[config.mk]
export PLATFORM = sky130hd
export DESIGN_NAME = ser_frame_tx
export DESIGN_NICKNAME = d
export VERILOG_FILES = /design/src/rtl/sft_pkg.sv /design/src/rtl/sft_phase.sv /design/src/rtl/sft_hold.sv /design/src/rtl/sft_seq.sv /design/src/rtl/sft_shift.sv /design/src/rtl/ser_frame_tx.sv
export SDC_FILE = /design/constraint.sdc
export NUM_CORES = 1
export LEC_CHECK = 0
export ABC_CLOCK_PERIOD_IN_PS = 3500
export BUFFER_PORTS_ARGS = -buffer_cell sky130_fd_sc_hd__clkbuf_2
export CORE_MARGIN = 1.5
export CORE_UTILIZATION = 59
export DETAILED_ROUTE_END_ITERATION = 6
export HOLD_SLACK_MARGIN = 0.02
export PLACE_DENSITY = 0.95
export SYNTH_ARGS = -nofsm -noshare
export SYNTH_HDL_FRONTEND = slang
export SYNTH_SLANG_ARGS = --single-unit
[constraint.sdc]
create_clock -name clk -period 3.5 [get_ports clk]
set_clock_uncertainty 0.1 [all_clocks]
set_input_delay 1.05 -clock clk [delete_from_list [all_inputs] [get_ports clk]]
set_output_delay 1.05 -clock clk [all_outputs]
set_load 0.01 [all_outputs]
[src/rtl/sft_pkg.sv]
package sft_pkg;

    typedef enum logic {
        SCK_GATED = 1'b0,
        SCK_FREE  = 1'b1
    } sck_mode_e;

    typedef struct packed {
        logic launch;
        logic advance;
        logic finish;
    } seq_ctl_t;

    function automatic int idx_width(input int n);
        return (n < 2) ? 1 : $clog2(n);
    endfunction

endpackage

[src/rtl/sft_phase.sv]
module sft_phase (
    input  logic clk,
    input  logic rst,
    output logic phase,
    output logic rise_next
);
    always_ff @(posedge clk) begin
        if (rst) phase <= 1'b0;
        else     phase <= ~phase;
    end

    assign rise_next = ~phase;
endmodule

[src/rtl/sft_hold.sv]
module sft_hold #(
    parameter int WORD_W = 14
) (
    input  logic              clk,
    input  logic              rst,
    input  logic              in_valid,
    input  logic [WORD_W-1:0] in_word,
    input  logic              take,
    output logic              pend,
    output logic [WORD_W-1:0] pend_word
);
    always_ff @(posedge clk) begin
        if (rst) begin
            pend      <= 1'b0;
            pend_word <= '0;
        end else begin
            if (in_valid) begin
                pend      <= 1'b1;
                pend_word <= in_word;
            end else if (take) begin
                pend <= 1'b0;
            end
        end
    end
endmodule

[src/rtl/sft_seq.sv]
module sft_seq
    import sft_pkg::*;
#(
    parameter int WORD_W = 14
) (
    input  logic     clk,
    input  logic     rst,
    input  logic     tick,
    input  logic     pend,
    output seq_ctl_t ctl,
    output logic     busy
);
    localparam int CW = idx_width(WORD_W);
    localparam logic [CW-1:0] LAST = CW'(WORD_W - 1);

    logic [CW-1:0] bit_idx;

    always_comb begin
        ctl.launch  = tick & ~busy & pend;
        ctl.advance = tick & busy & (bit_idx != LAST);
        ctl.finish  = tick & busy & (bit_idx == LAST);
    end

    always_ff @(posedge clk) begin
        if (rst) begin
            busy    <= 1'b0;
            bit_idx <= '0;
        end else begin
            if (ctl.launch) begin
                busy    <= 1'b1;
                bit_idx <= '0;
            end else if (ctl.finish) begin
                busy <= 1'b0;
            end else if (ctl.advance) begin
                bit_idx <= bit_idx + 1'b1;
            end
        end
    end
endmodule

[src/rtl/sft_shift.sv]
module sft_shift #(
    parameter int WORD_W    = 14,
    parameter bit MSB_FIRST = 1'b1
) (
    input  logic              clk,
    input  logic              rst,
    input  logic              load,
    input  logic              advance,
    input  logic [WORD_W-1:0] word,
    output logic              bit_out
);
    logic [WORD_W-1:0] shreg;

    generate
        if (MSB_FIRST) begin : g_msb
            always_ff @(posedge clk) begin
                if (rst)          shreg <= '0;
                else if (load)    shreg <= word;
                else if (advance) shreg <= {shreg[WORD_W-2:0], 1'b0};
            end
            assign bit_out = shreg[WORD_W-1];
        end else begin : g_lsb
            always_ff @(posedge clk) begin
                if (rst)          shreg <= '0;
                else if (load)    shreg <= word;
                else if (advance) shreg <= {1'b0, shreg[WORD_W-1:1]};
            end
            assign bit_out = shreg[0];
        end
    endgenerate
endmodule

[src/rtl/ser_frame_tx.sv]
module ser_frame_tx
    import sft_pkg::*;
#(
    parameter int WORD_W    = 14,
    parameter bit MSB_FIRST = 1'b1
) (
    input  logic              clk,
    input  logic              rst,
    input  logic              rdy,
    input  logic [WORD_W-1:0] result,
    input  logic              clk_mode,
    output logic              sclk,
    output logic              sclk_oe,
    output logic              sdata,
    output logic              sdata_oe,
    output logic              strobe_n,
    output logic              strobe_oe
);
    logic              phase;
    logic              rise_next;
    logic              pend;
    logic [WORD_W-1:0] pend_word;
    seq_ctl_t          ctl;
    logic              busy;
    logic              tx_bit;

    sft_phase u_phase (
        .clk       (clk),
        .rst       (rst),
        .phase     (phase),
        .rise_next (rise_next)
    );

    sft_hold #(.WORD_W(WORD_W)) u_hold (
        .clk       (clk),
        .rst       (rst),
        .in_valid  (rdy),
        .in_word   (result),
        .take      (ctl.launch),
        .pend      (pend),
        .pend_word (pend_word)
    );

    sft_seq #(.WORD_W(WORD_W)) u_seq (
        .clk  (clk),
        .rst  (rst),
        .tick (rise_next),
        .pend (pend),
        .ctl  (ctl),
        .busy (busy)
    );

    sft_shift #(.WORD_W(WORD_W), .MSB_FIRST(MSB_FIRST)) u_shift (
        .clk     (clk),
        .rst     (rst),
        .load    (ctl.launch),
        .advance (ctl.advance),
        .word    (pend_word),
        .bit_out (tx_bit)
    );

    logic drive_clk;
    assign drive_clk = (sck_mode_e'(clk_mode) == SCK_FREE) | busy;

    assign sclk      = phase;
    assign sclk_oe   = drive_clk;
    assign strobe_n  = ~busy;
    assign strobe_oe = drive_clk;
    assign sdata     = busy & tx_bit;
    assign sdata_oe  = busy;
endmodule

==> run_results.csv <==
group,metric,value,unit
final_layout,final_cell_mix,"dfxtp_1, nand2_1, clkbuf_2, nor2_1, a21oi_1",
timing,timing.fmax,0.373,GHz
worst_setup_path,r2r-end,"u_shift.shreg[6]",
timing,hold_violations,0,
cts,cts_resized,0,
synth,seq_area_frac_synth,46.4,%
cts,clk_pin_slew,0.09,ns
power,combPwrFrac,13.8,%
synth,synth_top_area_share,46.4,%
die,coreArea,0.00245,mm2
worst_setup_path,crit_arrival,1.53,ns
flow_run,maxCapViolCount,0,
route,route.met3.wl,208,um
die,placementRows,18,
worst_setup_path,critPathLaunchType,"input port",
synth,syn-num-nets,187,
route,wire_per_inst,14.3,um
placement,dpl.hpwl,2110,um
die,die_area,0.00287,mm2
grt,grt_start_max_net_pins,36,
route,dr.pass1.iters,5,
die,die_y,53.6,um
worst_setup_path,critical_path_required,2.35,ns
worst_setup_path,setup.worst_path.end,"strobe_oe",
grt,grt_pass1_vias,1104,
synth,yosysUniqueCellTypes,28,
route,drt-met1-wl,1220,um
placement,postPlaceCellArea,0.00158,mm2
synth,synth_area_leaders,"dfxtp_1, mux2i_1, a311oi_1, nand2_1, a21oi_1",
route,antenna_left,0,
worst_setup_path,criticalPathCategory,"input port to primary output",
cts,cts_made_buffers,5,
route,drc,0,
die,start_util,61.5,%
final_layout,final_area,0.00162,mm2
timing,rsz0062_at_grt,"false",
route,dr.max_layer_used,"met4",
worst_setup_path,critical_path.startpoint,"clk_mode",
grt,grt_antenna_before_repair,0,
worst_setup_path,cp_max_fo,2,
synth,yosysTopAreaCell,"dfxtp_1",
worst_setup_path,cp-end-kind,"primary output",
power,pwr-share-seq,60.6,%
synth,synth-seq-cells,35,
grt,overflow,0,
timing,final-setup-viol-count,0,
cts,ctsHoldBuffers,0,
die,ios,24,
timing,period_share,76.5,%
route,drtIter0Drc,62,
route,vias,1280,
grt,grt_pass1_wl,4840,um
power,power.density,453,mW/mm2
timing,fin_tns_setup,0,ns
power,power_switching,193,uW
final_layout,diodes,0,
route,via_per_inst,6.04,
timing,drv_slew,0,
final_layout,instances_no_fill,212,
cts,cts_buffer_depth,2,
power,intPower,542,uW
final_layout,fin_nets,203,
min_path,hold_class,"flop to flop",
power,p_leak,0.644,nW
placement,place_congestion,0.777,
timing,finalCriticalPeriod,2.68,ns
die,die_width,53.6,um
cts,clkSinkCount,35,
cts,cts_tree,"built",
timing,maxSlewHeadroom,52.8,%
cts,root_buffer,"clkbuf_4",
cts,htreeDepth,2,
route,finalWirelength,3020,um
synth,syn_avg_cell_area,9.04,um2
grt,grt.total_usage,24.0,%
worst_setup_path,timing.rr.start,"u_seq.busy",
synth,yosysWarnings,0,
power,ir_worst_vdd,0.423,mV
worst_setup_path,rr_worst_depth,3,
synth,syn_area,0.00151,mm2
cts,clk_latency,0.33,ns
final_layout,final_common_cell,"dfxtp_1",
outcome,outcome,"finished, final reports clean",
synth,postSynthCellCount,167,
placement,placed_cells,206,
final_layout,drive_gt1_share,18.7,%
final_layout,layout-area-overhead-vs-synth,7.55,%
worst_setup_path,rrSetupSlack,1.46,ns
timing,worst_pin_slew,0.708,ns
cts,cts_setup_buffers,0,
placement,portBuffers,23,
power,clkPwrFrac,25.6,%
route,wl_met2,1560,um
power,switching_share,26.3,%
cell usage after synthesis:
library cell / count
dfxtp_1: 35
nand2_1: 26
a21oi_1: 15
nor2_1: 15
mux2i_1: 14
a311oi_1: 13
buf_2: 7
inv_1: 5
a211oi_1: 4
clkbuf_1: 4
o21ai_0: 4
or3_1: 4
and2_2: 2
buf_6: 2
ha_1: 2
nand3_1: 2
o31ai_1: 2
a21boi_0: 1
and2_4: 1
and3_1: 1
buf_4: 1
nand2b_1: 1
nand4_1: 1
nor3b_4: 1
o21a_1: 1
o21ba_2: 1
or2_2: 1
or3b_1: 1
state kept, by name, indices dropped and copies added, names as in the netlist:
register          count
u_hold.pend_word     14
u_phase.phase         1
u_hold.pend           1
u_seq.bit_idx         4
u_shift.shreg        14
u_seq.busy            1
metrics by stage:
stage / worst slack [ns] / hold WS (ns) / power, mW / utilization, %
finish: 0.821 / 0.382 / 0.736 / 66.1
global placement: 0.826 / 0.362 / 0.547 / 64.4
global route: 0.807 / 0.393 / 0.772 / 66.1
floorplan: 0.847 / 0.351 / 0.531 / -
detailed placement: 0.821 / 0.371 / 0.555 / 64.4
CTS: 0.819 / 0.383 / 0.740 / 66.1
critical path, cell delays in order:
cell,delay (ns)
clkbuf_2,0.07
or2_2,0.27
clkbuf_2,0.13
metal layers:
metal | GRT usage, % | vias to the layer above
met2 | 40.3 | 55
li1 | - | 617
met1 | 28.6 | 601
met5 | 0 | -
met3 | 6.39 | 7
met4 | 11.1 | 0
cell type report:
class                           count  area, um2
Fill cell                         204        832
Multi-Input combinational cell    113        709
Sequential cell                    35        701
Timing Repair Buffer               23        115
Clock buffer                        6       41.3
Tap cell                           30       37.5
Inverter                            5       18.8
cell families (layout without fill, tap and decap cells):
family                   count (synthesis)  in the layout  share of synthesized area, %
AO/OA/AOI/OAI                           41             41                          18.5
adder cells (fa/ha/maj)                  2              2                          1.66
buffers and inverters                   19             34                          6.55
flip-flops                              35             35                          46.4
multiplexers                            14             14                          9.29
AND/OR/NAND/NOR                         56             56                          17.6
power by group through the flow:
stage / Combinational (mW) / Clock (mW) / Sequential (mW)
after global placement: 0.0948 / 0 / 0.452
after CTS: 0.101 / 0.193 / 0.446
after floorplan: 0.0826 / 0 / 0.448
after global routing: 0.113 / 0.209 / 0.449
after detailed placement: 0.101 / 0 / 0.454
final: 0.102 / 0.188 / 0.446
how the worst min path moves through the flow:
stage,start,slack [ns],depth (start not counted),end
2_1_floorplan,u_hold.pend_word[0],0.35,2,u_hold.pend_word[0]
3_3_place_gp,u_shift.shreg[5],0.36,2,u_shift.shreg[6]
3_5_place_dp,u_shift.shreg[11],0.37,2,u_shift.shreg[12]
4_1_cts,u_shift.shreg[11],0.38,2,u_shift.shreg[12]
5_1_grt,u_shift.shreg[11],0.39,2,u_shift.shreg[12]
6_report,u_hold.pend_word[3],0.38,2,u_shift.shreg[3]
(Power assumes the default switching activity.)
